$ cat src/rtl/atx_pkg.sv
package atx_pkg;
  typedef enum logic [1:0] {
    ST_IDLE = 2'd0,
    ST_DLY  = 2'd1,
    ST_DATA = 2'd2
  } atx_state_e;

  // index of the first (most significant) bit sent for a length code
  function automatic logic [4:0] len_top(input logic [2:0] code);
    case (code)
      3'd0:    len_top = 5'd7;
      3'd1:    len_top = 5'd11;
      3'd2:    len_top = 5'd15;
      3'd3:    len_top = 5'd19;
      3'd4:    len_top = 5'd23;
      default: len_top = 5'd31;
    endcase
  endfunction
endpackage

$ cat src/rtl/atx_edge_sel.sv
module atx_edge_sel (
  input  logic pol,
  input  logic rise,
  input  logic fall,
  output logic launch
);
  assign launch = pol ? fall : rise;
endmodule

$ cat src/rtl/atx_settle.sv
module atx_settle #(
  parameter int SETTLE = 2
) (
  input  logic clk,
  input  logic rst_n,
  input  logic enable,
  input  logic launch,
  output logic run
);
  localparam int CW = $clog2(SETTLE + 1);

  logic [CW-1:0] cnt_q, cnt_d;

  always_comb begin
    cnt_d = cnt_q;
    if (!enable)
      cnt_d = '0;
    else if (launch && (cnt_q != CW'(SETTLE)))
      cnt_d = cnt_q + 1'b1;
  end

  always_ff @(posedge clk or negedge rst_n) begin
    if (!rst_n) cnt_q <= '0;
    else        cnt_q <= cnt_d;
  end

  assign run = enable && (cnt_q == CW'(SETTLE));

  // the cycle enable rises, the reset is not yet finished
  a_r6_settle_gap: assert property (@(posedge clk) disable iff (!rst_n)
    $rose(enable) |-> !run);
endmodule

$ cat src/rtl/atx_hold.sv
module atx_hold #(
  parameter int DW = 32
) (
  input  logic          clk,
  input  logic          rst_n,
  input  logic          run,
  input  logic          in_valid,
  input  logic [DW-1:0] in_data,
  output logic          in_ready,
  input  logic          take,
  output logic          full,
  output logic [DW-1:0] word
);
  logic          full_d;
  logic [DW-1:0] word_d;
  logic          load;

  assign in_ready = run && !full;
  assign load     = in_valid && in_ready;

  always_comb begin
    full_d = full;
    word_d = word;
    if (!run)
      full_d = 1'b0;
    else if (load) begin
      full_d = 1'b1;
      word_d = in_data;
    end else if (take)
      full_d = 1'b0;
  end

  always_ff @(posedge clk or negedge rst_n) begin
    if (!rst_n) begin
      full <= 1'b0;
      word <= '0;
    end else begin
      full <= full_d;
      word <= word_d;
    end
  end

  // a waiting word is never overwritten or lost
  a_r7_keep_word: assert property (@(posedge clk) disable iff (!rst_n)
    (full && !take && run) |=> (full && $stable(word)));
endmodule

$ cat src/rtl/audio_ser_tx.sv
module audio_ser_tx
  import atx_pkg::*;
#(
  parameter int DW     = 32,
  parameter int CNT_W  = 7,
  parameter int SETTLE = 2
) (
  input  logic             clk,
  input  logic             rst_n,
  input  logic             tx_enable,
  input  logic             clk_pol,
  input  logic             bclk_rise,
  input  logic             bclk_fall,
  input  logic             fsync,
  input  logic [1:0]       cfg_delay,
  input  logic             cfg_dual,
  input  logic [CNT_W-1:0] cfg_cnt_a,
  input  logic [2:0]       cfg_len_a,
  input  logic [CNT_W-1:0] cfg_cnt_b,
  input  logic [2:0]       cfg_len_b,
  input  logic [DW-1:0]    in_data,
  input  logic             in_valid,
  output logic             in_ready,
  output logic             sdata,
  output logic             sync_err,
  output logic             underrun
);
  localparam int IW = $clog2(DW);

  logic launch, run, tick;
  logic take, full;
  logic [DW-1:0] hold_word;

  atx_edge_sel u_edge (.pol(clk_pol), .rise(bclk_rise), .fall(bclk_fall), .launch(launch));

  atx_settle #(.SETTLE(SETTLE)) u_settle (
    .clk(clk), .rst_n(rst_n), .enable(tx_enable), .launch(launch), .run(run));

  atx_hold #(.DW(DW)) u_hold (
    .clk(clk), .rst_n(rst_n), .run(run), .in_valid(in_valid), .in_data(in_data),
    .in_ready(in_ready), .take(take), .full(full), .word(hold_word));

  assign tick = run && launch;

  atx_state_e       st_q, st_d;
  logic [1:0]       rem_q, rem_d;
  logic [IW-1:0]    idx_q, idx_d;
  logic [CNT_W-1:0] wc_q, wc_d;
  logic             ph_q, ph_d;
  logic [DW-1:0]    cur_q, cur_d;
  logic             sd_q, sd_d, err_q, err_d, ur_q, ur_d;

  logic [1:0]       dly_eff;
  logic [CNT_W-1:0] ph_cnt;
  logic             at_end, go, go_ph;
  logic [CNT_W-1:0] go_wc;
  logic [DW-1:0]    nxt_word;

  assign dly_eff = (cfg_delay == 2'd3) ? 2'd2 : cfg_delay;
  assign ph_cnt  = ph_q ? cfg_cnt_b : cfg_cnt_a;
  assign at_end  = (st_q == ST_DATA) && (idx_q == '0) && (wc_q == ph_cnt) &&
                   !(!ph_q && cfg_dual);

  always_comb begin
    st_d = st_q; rem_d = rem_q; idx_d = idx_q; wc_d = wc_q; ph_d = ph_q;
    cur_d = cur_q; sd_d = sd_q; err_d = err_q; ur_d = ur_q;
    take = 1'b0; go = 1'b0; go_ph = 1'b0; go_wc = '0; nxt_word = cur_q;
    if (tick) begin
      if (fsync && !((st_q == ST_IDLE) || at_end))
        err_d = 1'b1;
      if ((st_q == ST_IDLE) || at_end) begin
        st_d = ST_IDLE;
        sd_d = 1'b0;
        if (fsync) begin
          if (dly_eff == 2'd0) go = 1'b1;
          else begin
            st_d  = ST_DLY;
            rem_d = dly_eff;
          end
        end
      end else if (st_q == ST_DLY) begin
        if (rem_q == 2'd1) go = 1'b1;
        else rem_d = rem_q - 1'b1;
      end else if (idx_q != '0) begin
        idx_d = idx_q - 1'b1;
        sd_d  = cur_q[idx_q - 1'b1];
      end else begin
        go = 1'b1;
        if (wc_q != ph_cnt) begin
          go_ph = ph_q;
          go_wc = wc_q + 1'b1;
        end else
          go_ph = 1'b1;
      end
      if (go) begin
        take     = full;
        nxt_word = full ? hold_word : cur_q;
        ur_d     = ur_q | ~full;
        cur_d    = nxt_word;
        idx_d    = IW'(len_top(go_ph ? cfg_len_b : cfg_len_a));
        sd_d     = nxt_word[idx_d];
        st_d     = ST_DATA;
        ph_d     = go_ph;
        wc_d     = go_wc;
      end
    end
  end

  always_ff @(posedge clk or negedge rst_n) begin
    if (!rst_n) begin
      st_q <= ST_IDLE; rem_q <= '0; idx_q <= '0; wc_q <= '0; ph_q <= 1'b0;
      cur_q <= '0; sd_q <= 1'b0; err_q <= 1'b0; ur_q <= 1'b0;
    end else if (!run) begin
      st_q <= ST_IDLE; rem_q <= '0; idx_q <= '0; wc_q <= '0; ph_q <= 1'b0;
      cur_q <= '0; sd_q <= 1'b0; err_q <= 1'b0; ur_q <= 1'b0;
    end else if (tick) begin
      st_q <= st_d; rem_q <= rem_d; idx_q <= idx_d; wc_q <= wc_d; ph_q <= ph_d;
      cur_q <= cur_d; sd_q <= sd_d; err_q <= err_d; ur_q <= ur_d;
    end
  end

  assign sdata    = sd_q;
  assign sync_err = err_q;
  assign underrun = ur_q;

  // line quiet in reset
  a_r9_quiet_off: assert property (@(posedge clk) disable iff (!rst_n)
    !tx_enable |=> !sdata);
  // flags cleared by reset
  a_r6_flags_clear: assert property (@(posedge clk) disable iff (!rst_n)
    !tx_enable |=> (!sync_err && !underrun));
  // data moves only on the selected launch edge
  a_r4_launch_only: assert property (@(posedge clk) disable iff (!rst_n)
    (run && !launch) |=> $stable(sdata));
  // underrun is sticky while enabled
  a_r8_sticky: assert property (@(posedge clk) disable iff (!rst_n)
    (tx_enable && underrun) |=> underrun);
  // sync error is sticky while enabled
  a_r5_sticky: assert property (@(posedge clk) disable iff (!rst_n)
    (tx_enable && sync_err) |=> sync_err);
endmodule

$ cat config.mk
export PLATFORM = sky130hd
export DESIGN_NAME = audio_ser_tx
export DESIGN_NICKNAME = d
export VERILOG_FILES = /design/src/rtl/atx_pkg.sv /design/src/rtl/atx_edge_sel.sv /design/src/rtl/atx_settle.sv /design/src/rtl/atx_hold.sv /design/src/rtl/audio_ser_tx.sv
export SDC_FILE = /design/constraint.sdc
export NUM_CORES = 1
export LEC_CHECK = 0
export BUFFER_PORTS_ARGS = -buffer_cell sky130_fd_sc_hd__buf_2
export CAP_MARGIN = 5
export CORE_UTILIZATION = 50
export DETAILED_ROUTE_END_ITERATION = 16
export GPL_TIMING_DRIVEN = 0
export PLACE_DENSITY = 0.81
export SYNTH_ARGS = -nofsm -noshare
export SYNTH_HDL_FRONTEND = slang
export SYNTH_SLANG_ARGS = --single-unit
$ cat constraint.sdc
create_clock -name clk -period 4.3 [get_ports clk]
set_input_delay 0.645 -clock clk [delete_from_list [all_inputs] [get_ports clk]]
set_output_delay 0.645 -clock clk [all_outputs]
set_load 0.01 [all_outputs]
==> results <==
- The post-synthesis cell type with the largest combined area is sky130_fd_sc_hd__dfrtp_1.
- Counting flops and latches in the post-synthesis netlist gives 87.
- The first TritonRoute pass finished after 4 iterations.
- The via count of the routed design is 3312.
- The slowest stage of the critical path belongs to the cell sky130_fd_sc_hd__mux4_2.
- For this design, the CTS-stage hold fixing added 0 buffers.
- 67 I/O pins were placed.
- The clock skew after layout is 0.0117 ns.
- The critical path goes through clkbuf_1 -> inv_1 -> ha_1 -> clkbuf_1 -> mux4_2 -> mux4_2 -> mux2i_1 -> o31ai_1 -> nand2_1 -> o211ai_1.
- The number of flops mapped to enable cells by yosys is 0.
- The flow ran to the end, and the final reports show no timing, DRC or antenna violations.
- Timing would allow up to 280 MHz.
- The number of standard cells in the layout, taps in and fillers out is 571.
- The final total power is 1.87 mW.
- The diode insertion count for antenna repair is 0.
- The number of routed nets with antenna violations is 0.
- The worst-case reg-to-reg path depth is 10.
- In this run the deepest clock path goes through 2 buffers.
- The die span in y is 96.3 um.
- The number of I/O port buffers is 66.
- The multi-input logic area is 2110 um2.
- The minimum period implied by the final worst setup slack is 3.57 ns.
- The met3 routing resource usage after global routing is 4.82%.
- The post-route netlist has 30.9% of its cells at a drive strength greater than 1.
- The remaining routing DRC violations is 0.
- The initial antenna violation count came to 0.
- STA classifies the critical path endpoint as a flop.
- The portion of synthesized cell area occupied by the leading cell type is 49.0%.
- The number of setup buffers added after CTS is 0.
- The total wire length after detailed routing is 9490 um.
- Across the VDD grid, the largest voltage drop is 0.000342 V.
- The average size of a mapped cell is 11.7 um2.
- The type of the setup path with the least slack is reg2reg.
- Summed over all nets, the half-perimeter wirelength after detailed placement is 7250 um.
- Cells fill 59.0% of the core in the end.
- TritonCTS built the clock tree.
- The data arrival time of the critical path is 3.81 ns.
- The hold violation count in the final report is 0.
- Yosys mapped the design onto 50 distinct sky130hd cell types.
- The region available for standard cell placement spans 8680 um2.
- In this run the worst path has a maximum fanout of 10.
- The total placed cells including tap cells is 555.
- Setup repair after global routing left no endpoint under its margin.
- Ranked by total cell area, the synthesized netlist is headed by sky130_fd_sc_hd__dfrtp_1 (49%), sky130_fd_sc_hd__mux2_2 (9.1%), sky130_fd_sc_hd__a22o_1 (6.5%).
- The delay of the slowest cell on the worst path is 0.61 ns.
- After technology mapping, the gate count stands at 380.
- The most frequently used flop master after synthesis is sky130_fd_sc_hd__dfrtp_1.
- The count of standard-cell rows is 34.
- The sequential share of the synthesized area is 49.0%.
- The kind of start point of the critical path is a flop.
- The final count of pins violating max slew was 0.
- After detailed routing, the average wire length per cell comes to 16.6 um.
- The met2 layer usage reported by global route is 38.7%.
- The initial utilization of the core area, before any placement, comes to 51.2%.
- The area growth from synthesis to layout is 15.2%.
- The share of async-settable or async-resettable flops after synthesis is 100%.
- In the routed layout, each cell is associated on average with a via count of 5.80.
- After the first detailed-routing iteration, the DRC count stood at 181.
- The global router's overall resource usage is 22.6%.
- The number of fill cells is 734.
- The busiest layer in global routing is met2.
- The analysis attributes to cell leakage a power of 2.34 nW.
- The number of global-route vias before repair is 3371.
- The relative max-transition margin is 51.9%.
- The final total negative setup slack is 0 ns.
- The path class of the tightest hold or removal check is in2async.
- The pin count of the biggest net entering global routing is 56.
- The data required time of the critical path is 4.54 ns.
- The total setup violations reported at the end of the flow is 0.
- The CTS clock-pin slew for the worst setup and hold paths is 0.09 ns.
- The final layout contains 526 nets.
- Clock tree synthesis found a total of 87 sinks.
- The number of warnings reported in the yosys synthesis log is 0.
- The first-pass GRT wire length is 15700 um.
- The actual transition at the worst max-transition pin is 0.721 ns.
- The insertion delay of the later-clocked pin in the worst-skew pair is 0.36 ns.
- The total die area is 9270 um2.
- The area of the mapped netlist is 4450 um2.
- The die is 96.3 um wide.
- In this run, CTS created clock tree buffers numbering 9.
- The remaining global-route overflow is 0.
- The max-cap violation count is 0.
- Across the whole layout, storage elements account for 2180 um2.
- Counting every net in the synthesized netlist gives 448.
- The part of the cycle the worst path needs is 83.1%.
- The tree is rooted in a sky130_fd_sc_hd__clkbuf_8.
- Global routing consumed, on the met1 layer, 28.7% of the routing resources.
- The number of H-tree levels is 3.
- For this design the ratio of total power to cell area is 365 nW/um2.
- The weighted congestion reported at the end of routability-driven placement is 0.923.
- The total of cells resized after clock tree synthesis is 0.
cells by family after synthesis:
| family | count (synthesis) | synth area share (%) |
|---|---|---|
| muxes | 62 | 18.1 |
| buffers and inverters | 30 | 3.52 |
| DFF | 87 | 49.0 |
| adders and majority gates | 5 | 1.41 |
| xor gates and xnor gates | 10 | 1.97 |
| AOI/OAI and AO/OA | 104 | 16.7 |
| and+or+nand+nor | 82 | 9.34 |
cell usage after synthesis, types with 2 or more instances:
master and n:
sky130_fd_sc_hd__mux2i_1 15, sky130_fd_sc_hd__and3_1 3, sky130_fd_sc_hd__nor2b_1 4, sky130_fd_sc_hd__a31oi_1 3
sky130_fd_sc_hd__a211oi_1 5, sky130_fd_sc_hd__nand2b_1 10, sky130_fd_sc_hd__ha_1 5, sky130_fd_sc_hd__o21ai_0 24
sky130_fd_sc_hd__mux2_2 36, sky130_fd_sc_hd__nand3_1 4, sky130_fd_sc_hd__clkbuf_1 7, sky130_fd_sc_hd__buf_1 4
sky130_fd_sc_hd__buf_2 5, sky130_fd_sc_hd__a21oi_1 11, sky130_fd_sc_hd__o31ai_1 7, sky130_fd_sc_hd__xor2_1 2
sky130_fd_sc_hd__or3_1 3, sky130_fd_sc_hd__nand2_1 21, sky130_fd_sc_hd__nor3_1 5, sky130_fd_sc_hd__a21o_1 2
sky130_fd_sc_hd__o2bb2ai_1 2, sky130_fd_sc_hd__a22o_1 33, sky130_fd_sc_hd__nor2_1 23, sky130_fd_sc_hd__o21ai_1 3
sky130_fd_sc_hd__dfrtp_1 87, sky130_fd_sc_hd__inv_1 9, sky130_fd_sc_hd__mux4_2 11, sky130_fd_sc_hd__xnor2_1 8
sky130_fd_sc_hd__buf_6 5, sky130_fd_sc_hd__a21boi_0 2, sky130_fd_sc_hd__or2_2 2
area by class of cell:
class	instances	area share [%]
plain buffers	21	2.39
flip-flops and latches	87	42.5
clock buffers	10	2.49
multi-input cells	263	41.3
repair buffers	67	7.03
clock inverters	6	1.03
well taps	108	2.64
inverters	9	0.660
state kept, by name, indices dropped and copies added, names as in the netlist:
| name | cells |
|---|---|
| cur_q | 32 |
| u_hold.word | 32 |
| wc_q | 7 |
| idx_q | 5 |
| rem_q | 2 |
| st_q | 2 |
| u_settle.cnt_q | 2 |
| ph_q | 1 |
| sdata | 1 |
| sync_err | 1 |
| u_hold.full | 1 |
| underrun | 1 |
placed cells by master, fill, tap and decap left out, drive strengths merged, types with 6 or more instances in the layout:
cell type and instances:
mux2 36, clkbuf 17, mux4 11, o31ai 7, a22o 33, nor2 23
xnor2 8, nand2b 10, o21ai 27, inv 12, buf 81, mux2i 15
a211oi 6, nand2 21, dfrtp 87, a21oi 11
path summary, 6_finish.rpt:
path / start / to / slack, ns
setup / recovery: idx_q[0] / sdata / 0.73
setup reg to reg: idx_q[0] / sdata / 0.73
hold / removal: rst_n / underrun / 0.22
hold reg to reg: u_hold.word[12] / cur_q[12] / 0.49
max in group asynchronous: rst_n / u_hold.word[16] / 3.47
min in group clk: u_hold.word[12] / cur_q[12] / 0.49
power breakdown:
group	internal (mW)	leakage (nW)	switching (mW)	total, mW
Sequential	0.953	1.17	0.0978	1.05
Clock	0.219	0.0854	0.310	0.529
Combinational	0.162	1.08	0.127	0.289
Total	1.33	2.34	0.534	1.87
metrics by stage:
step                      hold slack (ns)  area [um2]  setup slack, ns
after floorplan                     0.349        4450             1.33
after CTS                           0.235        5120            0.683
final                               0.223        5120            0.728
after detailed placement            0.479        4940            0.701
after global placement              0.465        4910            0.882
after global routing                0.241        5120            0.511
worst max-delay path, delay by kind of cell, from the launching register on:
kind            cells  cell delay, ns
simple gates        1            0.08
mux                 3            1.34
flops               1            0.35
buf+inv             3            1.17
fa+ha+maj           1            0.32
compound gates      2            0.21
layer usage:
layer,share of wire [%],vias to the layer above
met5,0,-
met3,5.8,10
met4,1.1,0
met2,50,113
li1,-,1572
met1,43,1617
Note: power is estimated with default switching activity, not from simulation.
